File: src/rtl/evmon_pkg.sv
package evmon_pkg;
   typedef enum logic [1:0] {
      CAP_RUN  = 2'd0,
      CAP_POST = 2'd1,
      CAP_HOLD = 2'd2
   } cap_state_e;

   localparam int STAT_PTR_W  = 7;
   localparam int STAT_CNT_W  = 8;
   localparam int STAT_ERR_W  = 8;
endpackage

File: src/rtl/evmon_prescale.sv
module evmon_prescale #(
   parameter int PS_W   = 16,
   parameter bit USE_PS = 1'b1
) (
   input  logic            clk,
   input  logic            rst_n,
   input  logic            clr,
   input  logic            ev_valid,
   input  logic [PS_W-1:0] ratio,
   output logic            pick
);
   generate
      if (USE_PS) begin : g_count
         logic [PS_W-1:0] phase;
         logic            at_end;

         assign at_end = (phase == ratio);
         assign pick   = ev_valid & at_end;

         always_ff @(posedge clk) begin
            if (!rst_n) begin
               phase <= '0;
            end else if (clr) begin
               phase <= '0;
            end else if (ev_valid) begin
               phase <= at_end ? '0 : phase + 1'b1;
            end
         end
      end else begin : g_bypass
         logic unused_ps;
         assign unused_ps = ^{ratio, clk, rst_n, clr};
         assign pick      = ev_valid;
      end
   endgenerate
endmodule

File: src/rtl/evmon_wptr.sv
module evmon_wptr #(
   parameter int DEPTH = 128,
   localparam int AW   = $clog2(DEPTH)
) (
   input  logic          clk,
   input  logic          rst_n,
   input  logic          clr,
   input  logic          adv,
   output logic [AW-1:0] wptr,
   output logic          at_last,
   output logic          full
);
   assign at_last = (wptr == AW'(DEPTH - 1));

   always_ff @(posedge clk) begin
      if (!rst_n) begin
         wptr <= '0;
         full <= 1'b0;
      end else if (clr) begin
         wptr <= '0;
         full <= 1'b0;
      end else if (adv) begin
         if (at_last) begin
            wptr <= '0;
            full <= 1'b1;
         end else begin
            wptr <= wptr + 1'b1;
         end
      end
   end
endmodule

File: src/rtl/evmon_seq.sv
module evmon_seq
   import evmon_pkg::*;
#(
   parameter int POST_LEN = 64,
   parameter int ERR_N    = 8,
   localparam int PCW     = $clog2(POST_LEN + 1)
) (
   input  logic             clk,
   input  logic             rst_n,
   input  logic             clr,
   input  logic             pick,
   input  logic [ERR_N-1:0] err,
   input  logic [ERR_N-1:0] en,
   input  logic             at_last,
   output logic             store,
   output logic [PCW-1:0]   post_cnt,
   output logic [ERR_N-1:0] sticky
);
   cap_state_e state;
   logic       ring_mode;
   logic       hit;
   logic       window_done;

   assign ring_mode   = |en;
   assign hit         = |(err & en);
   assign window_done = (post_cnt == PCW'(POST_LEN - 1));
   assign store       = pick & (state != CAP_HOLD) & ~clr;

   always_ff @(posedge clk) begin
      if (!rst_n) begin
         state    <= CAP_RUN;
         post_cnt <= '0;
      end else if (clr) begin
         state    <= CAP_RUN;
         post_cnt <= '0;
      end else if (store) begin
         unique case (state)
            CAP_RUN: begin
               if (ring_mode && hit) begin
                  state <= CAP_POST;
               end else if (!ring_mode && at_last) begin
                  state <= CAP_HOLD;
               end
            end
            CAP_POST: begin
               post_cnt <= post_cnt + 1'b1;
               if (window_done) begin
                  state <= CAP_HOLD;
               end
            end
            default: state <= CAP_HOLD;
         endcase
      end
   end

   generate
      for (genvar i = 0; i < ERR_N; i++) begin : g_sticky
         always_ff @(posedge clk) begin
            if (!rst_n) begin
               sticky[i] <= 1'b0;
            end else if (clr) begin
               sticky[i] <= 1'b0;
            end else if (store && err[i] && en[i]) begin
               sticky[i] <= 1'b1;
            end
         end
      end
   endgenerate
endmodule

File: src/rtl/evmon_ctrl.sv
module evmon_ctrl
   import evmon_pkg::*;
#(
   parameter int DEPTH    = 128,
   parameter int POST_LEN = 64,
   parameter int PS_W     = 16,
   parameter bit USE_PS   = 1'b1,
   localparam int AW      = $clog2(DEPTH),
   localparam int ERR_N   = STAT_ERR_W,
   localparam int PCW     = $clog2(POST_LEN + 1)
) (
   input  logic             clk,
   input  logic             rst_n,
   input  logic             ev_valid,
   input  logic [ERR_N-1:0] ev_err,
   input  logic             ctl_we,
   input  logic [31:0]      ctl_wdata,
   output logic [31:0]      ctl_rdata,
   output logic             slot_we,
   output logic [STAT_PTR_W-1:0] slot_idx
);
   generate
      if (DEPTH < 2 || DEPTH > (1 << STAT_PTR_W)) begin : g_bad_depth
         $error("evmon_ctrl: DEPTH must lie in 2..128");
      end
      if (POST_LEN < 1 || POST_LEN > 255) begin : g_bad_post
         $error("evmon_ctrl: POST_LEN must lie in 1..255");
      end
      if (PS_W < 1 || PS_W > 16) begin : g_bad_ps
         $error("evmon_ctrl: PS_W must lie in 1..16");
      end
   endgenerate

   logic [ERR_N-1:0] en_q;
   logic [PS_W-1:0]  ratio_q;
   logic             pick;
   logic             store;
   logic [AW-1:0]    wptr;
   logic             at_last;
   logic             full;
   logic [PCW-1:0]   post_cnt;
   logic [ERR_N-1:0] sticky;
   logic             unused_wd;

   assign unused_wd = ^ctl_wdata[31:24];

   always_ff @(posedge clk) begin
      if (!rst_n) begin
         en_q    <= '0;
         ratio_q <= '0;
      end else if (ctl_we) begin
         en_q    <= ctl_wdata[23:16];
         ratio_q <= ctl_wdata[PS_W-1:0];
      end
   end

   evmon_prescale #(.PS_W(PS_W), .USE_PS(USE_PS)) u_ps (
      .clk      (clk),
      .rst_n    (rst_n),
      .clr      (ctl_we),
      .ev_valid (ev_valid),
      .ratio    (ratio_q),
      .pick     (pick)
   );

   evmon_seq #(.POST_LEN(POST_LEN), .ERR_N(ERR_N)) u_seq (
      .clk      (clk),
      .rst_n    (rst_n),
      .clr      (ctl_we),
      .pick     (pick),
      .err      (ev_err),
      .en       (en_q),
      .at_last  (at_last),
      .store    (store),
      .post_cnt (post_cnt),
      .sticky   (sticky)
   );

   evmon_wptr #(.DEPTH(DEPTH)) u_wp (
      .clk     (clk),
      .rst_n   (rst_n),
      .clr     (ctl_we),
      .adv     (store),
      .wptr    (wptr),
      .at_last (at_last),
      .full    (full)
   );

   assign slot_we   = store;
   assign slot_idx  = STAT_PTR_W'(wptr);
   assign ctl_rdata = {sticky, en_q, full, STAT_PTR_W'(wptr), STAT_CNT_W'(post_cnt)};
endmodule

File: config.mk
export PLATFORM = sky130hd
export DESIGN_NAME = evmon_ctrl
export DESIGN_NICKNAME = d
export VERILOG_FILES = /design/src/rtl/evmon_pkg.sv /design/src/rtl/evmon_prescale.sv /design/src/rtl/evmon_wptr.sv /design/src/rtl/evmon_seq.sv /design/src/rtl/evmon_ctrl.sv
export SDC_FILE = /design/constraint.sdc
export NUM_CORES = 1
export LEC_CHECK = 0
export BUFFER_PORTS_ARGS = -buffer_cell sky130_fd_sc_hd__buf_2
export CAP_MARGIN = 30
export CORE_MARGIN = 2
export CORE_UTILIZATION = 45
export CTS_CLUSTER_DIAMETER = 50
export DETAILED_ROUTE_END_ITERATION = 10
export MAX_ROUTING_LAYER = met4
export PLACE_DENSITY = 0.77
export REMOVE_ABC_BUFFERS = 1
export SYNTH_ARGS = -nofsm -noshare
export SYNTH_HDL_FRONTEND = slang
export SYNTH_SLANG_ARGS = --single-unit
File: constraint.sdc
create_clock -name clk -period 3.2 [get_ports clk]
set_input_delay 0.96 -clock clk [delete_from_list [all_inputs] [get_ports clk]]
set_output_delay 0.96 -clock clk [all_outputs]
set_load 0.05 [all_outputs]
==> qor.yml <==
ctsResizeCount: 0
grt_antenna_before_repair: 0
fin_skew_ns: 0.00723
wirelength_um: 6940
critical_path_class: "input pin to primary output"
p_leak_nw: 1.50
cp_slowest_stage_delay_ns: 0.57
placementRows: 30
first_pass_iters: 4
postCtsSetupBuffers: 0
cts.sinks: 65
clock.fmax_mhz: 323
yosysTopAreaCell: "dfxtp_1"
cts-root-buf: "clkbuf_8"
hold_class: "register to register"
syn_inst: 340
postSynth.asyncResetShare: 0
die_width_um: 86.9
n_antenna_cell: 0
regArea_mm2: 0.00130
synth_edf_count: 0
status: "finished clean"
critPathBufInv: 2
grt.total_usage: 0.196
synth_area_mm2: 0.00309
placement.cell_area_mm2: 0.00348
ys_seq_elements: 65
drive_gt1_frac: 0.260
nets: 454
drc_errors: 0
synth.distinct_cells: 42
place_hpwl_um: 4990
peakVddDrop_mv: 0.350
worst-path-max-fanout: 2
period_minus_slack_ns: 3.09
syn_to_final_growth_pct: 18.5
design_area_mm2: 0.00366
synth_common_cells: "dfxtp_1 (65), nand2_1 (27), mux2i_1 (26), nor2b_1 (26), nor2_1 (24)"
clockBufferDepth: 2
wl_per_cell_um: 14.1
rsz0062_at_grt: "no"
fin_crit_sh: 0.967
viasPerCell: 5.57
fillers: 606
grt_first_pass_wirelength_um: 11300
synth_ff_type: "dfxtp_1"
setup_viol: 0
h-tree-depth: 3
vias: 2738
setup_tns_ns: 0
drv_slew: 0
grt_max_degree: 29
cp-start-kind: "input pin"
fp.dieArea_mm2: 0.00755
synth_area_leaders: "dfxtp_1 (42%), mux2i_1 (8.4%), xnor2_1 (5.7%)"
slowest_stage: "or4_1"
ant_nets: 0
path_clk_slew_ns: 0.07
power_density_mw_per_mm2: 451
cts_tree: "done"
drv_cap: 0
worst_pin_slew_ns: 0.607
ios: 84
seq_area_frac_synth: 0.421
avgSynthCellArea_um2: 9.10
crit_chain: "buf_2 > o21ai_0 > or4_1 > nor2_1 > buf_4"
initial_core_util: 0.460
yosysWarnings: 0
path_delay_family: "simple AND/OR/NAND/NOR gates"
overflow: 0
portBuffers: 74
drt_iter0_drc: 121
grt_pass1_vias: 2496
synth.top_cell.area_share: 0.421
arrival_ns: 2.13
routabilityCongestion: 0.837
critPathRequiredTime_ns: 2.24
die_y_um: 86.9
insertion_delay_ns: 0.35
hold_buffers: 0
slew_headroom: 0.595
multiInputGateArea_mm2: 0.00162
core_mm2: 0.00672
end_kind: "primary output"
cts_buffers: 9
hold_viol_final: 0
synth.most_common_cell: "dfxtp_1"
finalPower_w: 0.00165
[logic make-up (layout without fill, tap and decap cells)]
| kind of cell | after synthesis | after routing | share of synthesized area |
|---|---|---|---|
| AO/OA/AOI/OAI | 48 | 48 | 0.116 |
| AND/OR/NAND/NOR | 136 | 136 | 0.232 |
| multiplexers | 26 | 26 | 0.0841 |
| XOR/XNOR | 28 | 28 | 0.0793 |
| adder cells (fa/ha/maj) | 3 | 3 | 0.0121 |
| buffers and inverters | 33 | 105 | 0.0550 |
| flip-flops | 65 | 65 | 0.421 |
| other | 1 | 1 | 0.00121 |
[placed cells by master (no fill, tap or decap), types with 3 or more instances in the layout]
| cell | count |
|---|---|
| a21oi_1 | 7 |
| and3_1 | 4 |
| buf_2 | 73 |
| buf_4 | 10 |
| clkbuf_8 | 9 |
| dfxtp_1 | 65 |
| ha_1 | 3 |
| inv_1 | 5 |
| mux2i_1 | 26 |
| nand2_1 | 27 |
| nand2b_1 | 7 |
| nand3_1 | 13 |
| nand4_1 | 11 |
| nor2_1 | 24 |
| nor2b_1 | 26 |
| nor3_1 | 6 |
| nor4_1 | 4 |
| o21ai_0 | 5 |
| o21ai_1 | 4 |
| o311ai_0 | 3 |
| o311ai_1 | 4 |
| o31ai_1 | 7 |
| o31ai_2 | 4 |
| o41ai_1 | 7 |
| or4_1 | 8 |
| xnor2_1 | 20 |
| xor2_1 | 8 |
[through the flow]
step / std cells / hold WS, ns / worst slack, ns / utilization
final: 492 / 0.441 / 0.106 / 0.545
after global routing: 492 / 0.480 / 0.000641 / 0.545
after CTS: 492 / 0.445 / 0.0378 / 0.545
after detailed placement: 476 / 0.435 / 0.0425 / 0.518
after global placement: 476 / 0.430 / 0.0266 / 0.518
after floorplan: 313 / 0.493 / -0.374 / -
[power breakdown]
part           switching, W  leakage, nW  internal [W]
clock              0.000340       0.0862      0.000287
sequential        0.0000168        0.528      0.000828
combinational      0.000109        0.890     0.0000707
total              0.000466         1.50       0.00119
[area by class of cell]
type	count	share of cell area
timing repair buffer	83	0.120
sequential	65	0.355
multi-input combinational	242	0.442
clock buffer	9	0.0338
clock inverter	7	0.0150
tap	80	0.0273
inverter	6	0.00615
[worst register-to-register path: stages (launching register included)]
cell and delay (ns):
dfxtp_1 0.38, inv_1 0.07, a221o_1 0.38, or3_1 0.65, or3_4 0.54, o31ai_2 0.25
[worst paths after layout]
path | from | to | slack (ns) | depth (start not counted)
worst max register to register | u_ps.g_count.phase[1] | u_seq.sticky[5] | 0.85 | 5
worst min register to register | u_wp.full | u_wp.full | 0.44 | 2
worst min-delay path | u_wp.full | u_wp.full | 0.44 | 2
worst max-delay path | ev_valid | slot_we | 0.11 | 5
[state kept, by name (all words and copies together) (netlist names)]
name	count
en_q	8
ratio_q	16
u_ps.g_count.phase	16
u_seq.post_cnt	7
u_seq.state	2
u_seq.sticky	8
u_wp.full	1
u_wp.wptr	7
[per-layer routing]
layer  track usage  vias up  share of wire
met5             -        -              0
met4        0.0781        0          0.020
met3        0.0493       20          0.063
met2         0.314       98           0.47
met1         0.236     1283           0.45
li1              -     1337              -
Note: power is estimated with default switching activity, not from simulation.
